**src/rtl/baud_gate_pkg.sv**
```systemverilog
package baud_gate_pkg;

   typedef enum logic [1:0] {
      MODE_IDLE = 2'd0,
      MODE_RX   = 2'd1,
      MODE_TX   = 2'd2
   } gate_mode_e;

   function automatic int unsigned half_of(input int unsigned ratio);
      return ratio / 2;
   endfunction

endpackage

```
**src/rtl/bg_line_sync.sv**
```systemverilog
module bg_line_sync #(
   parameter int unsigned SYNC_STAGES = 2
) (
   input  logic clk,
   input  logic rst_n,
   input  logic line_raw,
   output logic line_fall
);
   localparam int unsigned CHAIN_W = SYNC_STAGES + 1;

   if (SYNC_STAGES < 2) begin : g_bad_stages
      $error("bg_line_sync: SYNC_STAGES must be at least 2");
   end

   logic [CHAIN_W-1:0] chain_q;

   for (genvar i = 0; i < CHAIN_W; i++) begin : g_stage
      if (i == 0) begin : g_first
         always_ff @(posedge clk) begin
            if (!rst_n) chain_q[i] <= 1'b1;
            else        chain_q[i] <= line_raw;
         end
      end else begin : g_next
         always_ff @(posedge clk) begin
            if (!rst_n) chain_q[i] <= 1'b1;
            else        chain_q[i] <= chain_q[i-1];
         end
      end
   end

   assign line_fall = chain_q[CHAIN_W-1] & ~chain_q[CHAIN_W-2];

   assert_fall_single_R3: assert property (@(posedge clk) disable iff (!rst_n)
      line_fall |=> !line_fall);

endmodule

```
**src/rtl/bg_rate_divider.sv**
```systemverilog
module bg_rate_divider #(
   parameter int unsigned DIV_RATIO   = 8,
   parameter bit          MID_SAMPLE  = 1'b1
) (
   input  logic clk,
   input  logic rst_n,
   input  logic run,
   input  logic half_first,
   input  logic strobe,
   output logic tick
);
   localparam int unsigned CNT_W  = $clog2(DIV_RATIO);
   localparam int unsigned HALF   = baud_gate_pkg::half_of(DIV_RATIO);
   localparam logic [CNT_W-1:0] LAST_FULL = CNT_W'(DIV_RATIO - 1);
   localparam logic [CNT_W-1:0] LAST_HALF = CNT_W'(HALF - 1);

   if (DIV_RATIO < 4) begin : g_bad_ratio
      $error("bg_rate_divider: DIV_RATIO must be at least 4");
   end

   logic [CNT_W-1:0] cnt_q;
   logic             first_q;
   logic             strobe_g;
   logic [CNT_W-1:0] first_last;
   logic [CNT_W-1:0] last_now;

   assign strobe_g = strobe & run;

   if (MID_SAMPLE) begin : g_mid
      assign first_last = half_first ? LAST_HALF : LAST_FULL;
   end else begin : g_full
      assign first_last = LAST_FULL;
   end

   assign last_now = first_q ? first_last : LAST_FULL;
   assign tick     = strobe_g && (cnt_q == last_now);

   always_ff @(posedge clk) begin
      if (!rst_n || !run) begin
         cnt_q   <= '0;
         first_q <= 1'b1;
      end else if (strobe_g) begin
         if (tick) begin
            cnt_q   <= '0;
            first_q <= 1'b0;
         end else begin
            cnt_q   <= cnt_q + 1'b1;
         end
      end
   end

   assert_count_bound_R4: assert property (@(posedge clk) disable iff (!rst_n)
      cnt_q <= LAST_FULL);

   assert_idle_cleared_R2: assert property (@(posedge clk) disable iff (!rst_n)
      !run |=> (cnt_q == '0 && first_q));

endmodule

```
**src/rtl/bg_bit_framer.sv**
```systemverilog
module bg_bit_framer #(
   parameter int unsigned BITS_PER_CHAR = 10
) (
   input  logic                              clk,
   input  logic                              rst_n,
   input  logic                              run,
   input  logic                              tick,
   output logic                              bit_pulse,
   output logic [$clog2(BITS_PER_CHAR)-1:0]  bit_idx,
   output logic                              char_done
);
   localparam int unsigned IDX_W = $clog2(BITS_PER_CHAR);
   localparam logic [IDX_W-1:0] LAST_IDX = IDX_W'(BITS_PER_CHAR - 1);

   if (BITS_PER_CHAR < 2) begin : g_bad_bits
      $error("bg_bit_framer: BITS_PER_CHAR must be at least 2");
   end

   logic             pulse_q;
   logic [IDX_W-1:0] idx_q;

   always_ff @(posedge clk) begin
      if (!rst_n) pulse_q <= 1'b0;
      else        pulse_q <= tick & run;
   end

   always_ff @(posedge clk) begin
      if (!rst_n || !run)  idx_q <= '0;
      else if (pulse_q)    idx_q <= (idx_q == LAST_IDX) ? '0 : idx_q + 1'b1;
   end

   assign bit_pulse = pulse_q;
   assign bit_idx   = idx_q;
   assign char_done = pulse_q && (idx_q == LAST_IDX);

   assert_index_range_R7: assert property (@(posedge clk) disable iff (!rst_n)
      idx_q <= LAST_IDX);

   assert_index_step_R7: assert property (@(posedge clk) disable iff (!rst_n)
      (pulse_q && idx_q != LAST_IDX && run) |=> idx_q == $past(idx_q) + 1'b1);

   assert_index_hold_R7: assert property (@(posedge clk) disable iff (!rst_n)
      (!pulse_q && run) |=> $stable(idx_q));

   assert_pulse_single_R6: assert property (@(posedge clk) disable iff (!rst_n)
      pulse_q |=> !pulse_q);

endmodule

```
**src/rtl/baud_gate_gen.sv**
```systemverilog
module baud_gate_gen #(
   parameter int unsigned DIV_RATIO     = 8,
   parameter int unsigned BITS_PER_CHAR = 10,
   parameter int unsigned SYNC_STAGES   = 2,
   parameter bit          MID_SAMPLE    = 1'b1
) (
   input  logic                             clk,
   input  logic                             rst_n,
   input  logic                             char_strobe,
   input  logic                             rx_serial,
   input  logic                             tx_request,
   output logic                             bit_tick,
   output logic                             gate_open,
   output logic [$clog2(BITS_PER_CHAR)-1:0] bit_index
);
   import baud_gate_pkg::*;

   localparam int unsigned IDX_W = $clog2(BITS_PER_CHAR);

   gate_mode_e       mode_q, mode_d;
   logic             rx_fall;
   logic             div_tick;
   logic             done;
   logic             run;
   logic [IDX_W-1:0] idx;

   bg_line_sync #(.SYNC_STAGES(SYNC_STAGES)) u_sync (
      .clk       (clk),
      .rst_n     (rst_n),
      .line_raw  (rx_serial),
      .line_fall (rx_fall)
   );

   always_comb begin
      mode_d = mode_q;
      unique case (mode_q)
         MODE_IDLE: begin
            if (tx_request)   mode_d = MODE_TX;
            else if (rx_fall) mode_d = MODE_RX;
         end
         MODE_RX, MODE_TX: begin
            if (done) mode_d = MODE_IDLE;
         end
         default: mode_d = MODE_IDLE;
      endcase
   end

   always_ff @(posedge clk) begin
      if (!rst_n) mode_q <= MODE_IDLE;
      else        mode_q <= mode_d;
   end

   assign run = (mode_q != MODE_IDLE);

   bg_rate_divider #(.DIV_RATIO(DIV_RATIO), .MID_SAMPLE(MID_SAMPLE)) u_div (
      .clk        (clk),
      .rst_n      (rst_n),
      .run        (run),
      .half_first (mode_q == MODE_RX),
      .strobe     (char_strobe),
      .tick       (div_tick)
   );

   bg_bit_framer #(.BITS_PER_CHAR(BITS_PER_CHAR)) u_frame (
      .clk       (clk),
      .rst_n     (rst_n),
      .run       (run),
      .tick      (div_tick),
      .bit_pulse (bit_tick),
      .bit_idx   (idx),
      .char_done (done)
   );

   assign gate_open = run;
   assign bit_index = idx;

   assert_tx_opens_R5: assert property (@(posedge clk) disable iff (!rst_n)
      (!gate_open && tx_request) |=> gate_open);

   assert_tx_ignored_R10: assert property (@(posedge clk) disable iff (!rst_n)
      (mode_q == MODE_RX && !done) |=> mode_q == MODE_RX);

   assert_idle_quiet_R2: assert property (@(posedge clk) disable iff (!rst_n)
      !gate_open |-> (!bit_tick && bit_index == '0));

   assert_close_after_last_R8: assert property (@(posedge clk) disable iff (!rst_n)
      (bit_tick && bit_index == IDX_W'(BITS_PER_CHAR - 1)) |=> !gate_open);

endmodule

```
**config.mk**
```make
export PLATFORM = sky130hd
export DESIGN_NAME = baud_gate_gen
export DESIGN_NICKNAME = d
export VERILOG_FILES = /design/src/rtl/baud_gate_pkg.sv /design/src/rtl/bg_line_sync.sv /design/src/rtl/bg_rate_divider.sv /design/src/rtl/bg_bit_framer.sv /design/src/rtl/baud_gate_gen.sv
export SDC_FILE = /design/constraint.sdc
export NUM_CORES = 1
export LEC_CHECK = 0
export ABC_AREA = 1
export BUFFER_PORTS_ARGS = -buffer_cell sky130_fd_sc_hd__buf_4
export CAP_MARGIN = 20
export CORE_MARGIN = 3
export CORE_UTILIZATION = 48
export DETAILED_ROUTE_END_ITERATION = 10
export PLACE_DENSITY = 0.68
export SYNTH_ARGS = -nofsm -noshare
export SYNTH_HDL_FRONTEND = slang
export SYNTH_SLANG_ARGS = --single-unit
```
**constraint.sdc**
```tcl
create_clock -name clk -period 1.94 [get_ports clk]
set_clock_uncertainty 0.15 [all_clocks]
set_input_delay 0.291 -clock clk [delete_from_list [all_inputs] [get_ports clk]]
set_output_delay 0.291 -clock clk [all_outputs]
set_load 0.01 [all_outputs]
```
# --- After elaboration in Yosys (flattened, before gate mapping) ---
# Cells that the tools add are included.
totals:
  register_bits: 14
  input_bits: 5
  output_inout_bits: 6
classes:
  add_sub_neg: 2
  eq_ne: 6
  mux: 8
  bitwise: 4
  reduce_logical: 10
ops:
  columns: ["op", "n"]
  rows:
  - ["$mux 3", 3]
  - ["$mux 2", 3]
  - ["$add 4x1->4 const B", 1]
  - ["$eq 4x4->1 const B", 1]
  - ["$mux 4", 1]
  - ["$pmux 2 s2", 1]
  - ["$reduce_and 2->1", 2]
  - ["$add 3x1->3 const B", 1]
  - ["$and 1x1->1", 3]
  - ["$eq 3x3->1", 1]
  - ["$ne 3x3->1 const B", 1]
  - ["$eq 2x1->1 const B", 1]
  - ["$eq 2x2->1 const B", 1]
  - ["$logic_and 1x1->1", 2]
  - ["$logic_not 1->1", 2]
  - ["$logic_not 2->1", 1]
  - ["$ne 2x2->1 const B", 1]
  - ["$reduce_bool 2->1", 1]
  - ["$reduce_or 2->1", 1]
  - ["$logic_or 1x1->1", 1]
  - ["$not 1->1", 1]

# --- Longest topological paths before layout ---
logic_depth:
  ltp_word: 6
  depth_mapped: 8
  mapped_depth_nobuf: 8

# --- By module ---
# From an unflattened synthesis, not the netlist that was laid out.
unflattened:
  hier_cells: 93
  hier_area_um2: 664.4
modules_own_cells:
  columns: ["mod", "n_inst", "cells_each", "area_per_inst_um2", "seq_area_each_um2"]
  rows:
  - ["bg_bit_framer", 1, 33, 219.0, 100.1]
  - ["bg_rate_divider", 1, 30, 219.0, 80.1]
  - ["baud_gate_gen", 1, 19, 136.4, 40.0]
  - ["bg_line_sync", 1, 11, 90.1, 60.1]

# --- Least setup slack after synthesis ---
# No wires, ideal clock.
synth_path:
  path_type: "register to register"
  startpoint: "register mode_q[0]"
  endpoint: "register u_div.cnt_q[0]"
  setup_time_ps: 116
  arrival_ps: 1133
  required_ps: 1674
  slack_ps: 541
  path_stages_with_launch: 9
  path_buffers: 0
  synth_period_minus_slack_ps: 1399
  path_cell_list: "dfxtp_1 > inv_1 > ha_1 > inv_2 > nand3_2 > a21oi_2 > nand2_2 > nand2_1 > a21oi_1"
synth_between:
  word_cells_on_any_way: 10
  cone_classes: "eq/ne (2); mux (3); bitwise (1); reduce/logical (4)"
synth_rtl:
  columns: ["item", "line", "text"]
  rows:
  - ["start, declared", "baud_gate_gen.sv:20", "gate_mode_e mode_q, mode_d;"]
  - ["start signal, assigned", "baud_gate_gen.sv:50", "else mode_q <= mode_d;"]
  - ["$reduce_bool 2->1 (*)", "baud_gate_gen.sv:53", "assign run = (mode_q != MODE_IDLE);"]
  - ["net gate_open", "baud_gate_gen.sv:13", "output logic gate_open,"]
  - ["$and 1x1->1", "bg_rate_divider.sv:27", "assign strobe_g = strobe & run;"]
  - ["$logic_and 1x1->1", "bg_rate_divider.sv:36", "assign tick = strobe_g && (cnt_q == last_now);"]
  - ["$mux 3", "bg_rate_divider.sv:43", "if (tick) begin"]
  - ["end signal, assigned", "bg_rate_divider.sv:47", "cnt_q <= cnt_q + 1'b1;"]
  - ["end, declared", "bg_rate_divider.sv:21", "logic [CNT_W-1:0] cnt_q;"]
# Mark *: on every way through the listed nets, which the timed path passes. The rest lies on a longest branch.
# A chain may end at the register's enable or synchronous reset.

# --- Worst setup path after layout ---
layout_path:
  startpoint: "register mode_q[0]"
  endpoint: "output gate_open"
layout_between:
  elab_chain_len: 1
layout_rtl:
  columns: ["item", "line"]
  rows:
  - ["$reduce_bool 2->1", "baud_gate_gen.sv:53"]
  - ["end, declared", "baud_gate_gen.sv:13"]
# Every way passes these cells.

==> qor.yml <==
outcome:
  status: "completed"
routing:
  wire_per_inst_um: 9.51
  postRouteAntennaNets: 0
  highest_layer: "met4"
  route.met3.wl_um: 42
  routed_wl_um: 999
  wl_met1_um: 478
  drc: 0
  drtIter0Drc: 3
  firstDrtPassIters: 4
  vias_per_cell: 4.81
  vias: 505
  wl_met2_um: 468
synth:
  synth-edff-count: 0
  yosysWarnings: 0
  yosysUniqueCellTypes: 18
  syn-cell-area_um2: 633
  synthCells: 78
  async_flop_share_pct: 0
  yosys.area.top_type: "dfxtp_1"
  syn-num-nets: 86
  synth-seq-cells: 14
  avgSynthCellArea_um2: 8.12
  synth_top_area_share_pct: 44.3
  synth.area.top_cells: "dfxtp_1 44%, nand2_1 9.5%, nor2_4 7.1%, ha_1 5.9%, nor2_1 5.3%"
  ys.flop_type: "dfxtp_1"
  ys_seq_area_share_pct: 44.3
power_and_ir_drop:
  ir_drop_mv: 0.498
  p_leak_nw: 0.326
  p_per_area_nw_per_um2: 871
job:
  cap_violations: 0
timing:
  fmax_mhz: 616
  rsz0062_at_grt: "false"
  min_period_ns: 1.62
  max_slew.worst_pin.slew_ns: 0.194
  final.period_utilization_pct: 83.7
  slew_headroom_pct: 87.0
  finalSetupViolations: 0
  setup_tns_ns: 0
  holdWs_ns: 0.0414
  maxSlewViolCount: 0
  final-hold-violation-count: 0
place:
  numPortBuffers: 10
  dpl.hpwl_um: 843
  dp.cells: 102
  gp_congestion: 0.741
worst_setup_path:
  path_delay_family: "flip-flops"
  start_kind: "register"
  crit_type: "reg -> out"
  path_cells: "inv_1 > ha_1 > inv_2 > buf_4"
  end_kind: "output pin"
  crit_path_top_delay_cell: "dfxtp_1"
  critical-path-max-stage-delay_ns: 0.36
  cp_num_buf_inv: 3
  crit_arrival_ns: 1.18
  cp.required_ns: 1.50
  cp_max_fo: 4
final_layout:
  final_util_pct: 63.9
  fillers: 109
  fin_cells: 105
  multi_input_area_um2: 319
  fin_nets: 101
  areaGrowthSynthToFinish_pct: 18.2
  drive_above_1_share_pct: 34.1
  final-seq-area_um2: 280
  diodes: 0
die:
  design.core.area_um2: 1170
  rows: 12
  io_pins: 11
  initial_core_util_pct: 54.1
  die_area_um2: 1790
  fp.dieH_um: 42.3
  die_w_um: 42.3
clocking:
  clock-sinks: 14
  cts_root_buf: "clkbuf_4"
  holdBufCountCts: 0
  cts-buffers-inserted: 3
  cts_buffer_depth: 2
  ctsResizeCount: 0
  clk_latency_ns: 0.27
  cts.reportedPaths.clkPinSlew_ns: 0.08
  post-cts-setup-buffers: 0
  cts_tree: "built"
  htreeDepth: 1
worst_hold_path:
  hold_path.class: "in -> reg"
grt:
  gr-usage-all-layers_pct: 13.9
  grt_pass1_vias: 480
  grt_max_degree: 8
  grt_pass1_wl_mm: 1.87
  grt.overflow.total: 0
  antenna_found_initial: 0
registers in the layout (all words and copies together), names as in the netlist:
name	flops
u_frame.bit_idx	4
u_div.cnt_q	3
u_sync.chain_q	3
mode_q	2
u_div.first_q	1
u_frame.bit_pulse	1
final timing paths:
check | startpoint | to | slack [ns] | cells past startpoint
worst max-delay path | mode_q[0] | gate_open | 0.32 | 4
worst min-delay path | rst_n | u_sync.chain_q[2] | 0.04 | 2
worst max register to register | mode_q[0] | u_div.cnt_q[0] | 0.47 | 8
worst min register to register | u_sync.chain_q[0] | u_sync.chain_q[1] | 0.27 | 1
per-stage QoR:
stage	worst slack, ns	instance area (um^2)	power, mW
5_1_grt	0.237	748	0.704
2_1_floorplan	0.541	633	0.460
3_5_place_dp	0.478	726	0.506
6_report	0.316	748	0.652
4_1_cts	0.301	748	0.666
3_3_place_gp	0.539	726	0.504
final cells by class:
cell class                      count  area share (%)
Inverter                            9            4.52
Tap cell                           14            2.34
Sequential cell                    14            37.5
Timing Repair Buffer               10            10.0
Multi-Input combinational cell     55            42.6
Clock buffer                        3            3.01
cell usage after synthesis, types with 2 or more instances:
cell type	number
ha_1	3
or2_2	2
nand3_1	5
nand2_1	16
nor3_1	2
a21oi_1	3
nor2_1	9
nand2_2	5
nor2_4	4
dfxtp_1	14
inv_1	6
inv_2	3
cell usage in the layout, fill, tap and decap left out, types with 2 or more instances in the layout:
| cell | netlist | routed |
|---|---|---|
| nor3_1 | 2 | 2 |
| clkbuf_4 | 0 | 3 |
| inv_1 | 6 | 6 |
| nor2_1 | 9 | 9 |
| nor2_4 | 4 | 4 |
| nand2_2 | 5 | 5 |
| nand3_1 | 5 | 5 |
| buf_4 | 0 | 10 |
| or2_2 | 2 | 2 |
| ha_1 | 3 | 3 |
| dfxtp_1 | 14 | 14 |
| nand2_1 | 16 | 16 |
| inv_2 | 3 | 3 |
| a21oi_1 | 3 | 3 |
layer usage:
metal	vias up	global-route usage (%)
li1	272	-
met1	224	16.2
met2	7	21.9
met3	2	5.15
met4	0	7.45
met5	-	0
report_power, final:
| part | switching [mW] | leakage, nW | internal, mW |
|---|---|---|---|
| sequential | 0.00890 | 0.114 | 0.304 |
| clock | 0.0827 | 0.0138 | 0.0717 |
| combinational | 0.110 | 0.198 | 0.0737 |
| total | 0.202 | 0.326 | 0.449 |
kinds of logic after synthesis:
| family | share of synthesized area (%) |
|---|---|
| compound gates | 5.73 |
| fa+ha+maj | 5.93 |
| buf+inv | 5.34 |
| flops | 44.3 |
| simple gates | 38.7 |
worst register-to-register path, cell delays in order, from the launching register on:
cell	delay, ns
dfxtp_1	0.36
inv_1	0.05
ha_1	0.25
inv_2	0.13
nand3_2	0.09
a21oi_2	0.15
nand2_2	0.08
nand2_1	0.06
a21oi_1	0.05
Power figures use the tool's default switching activity.
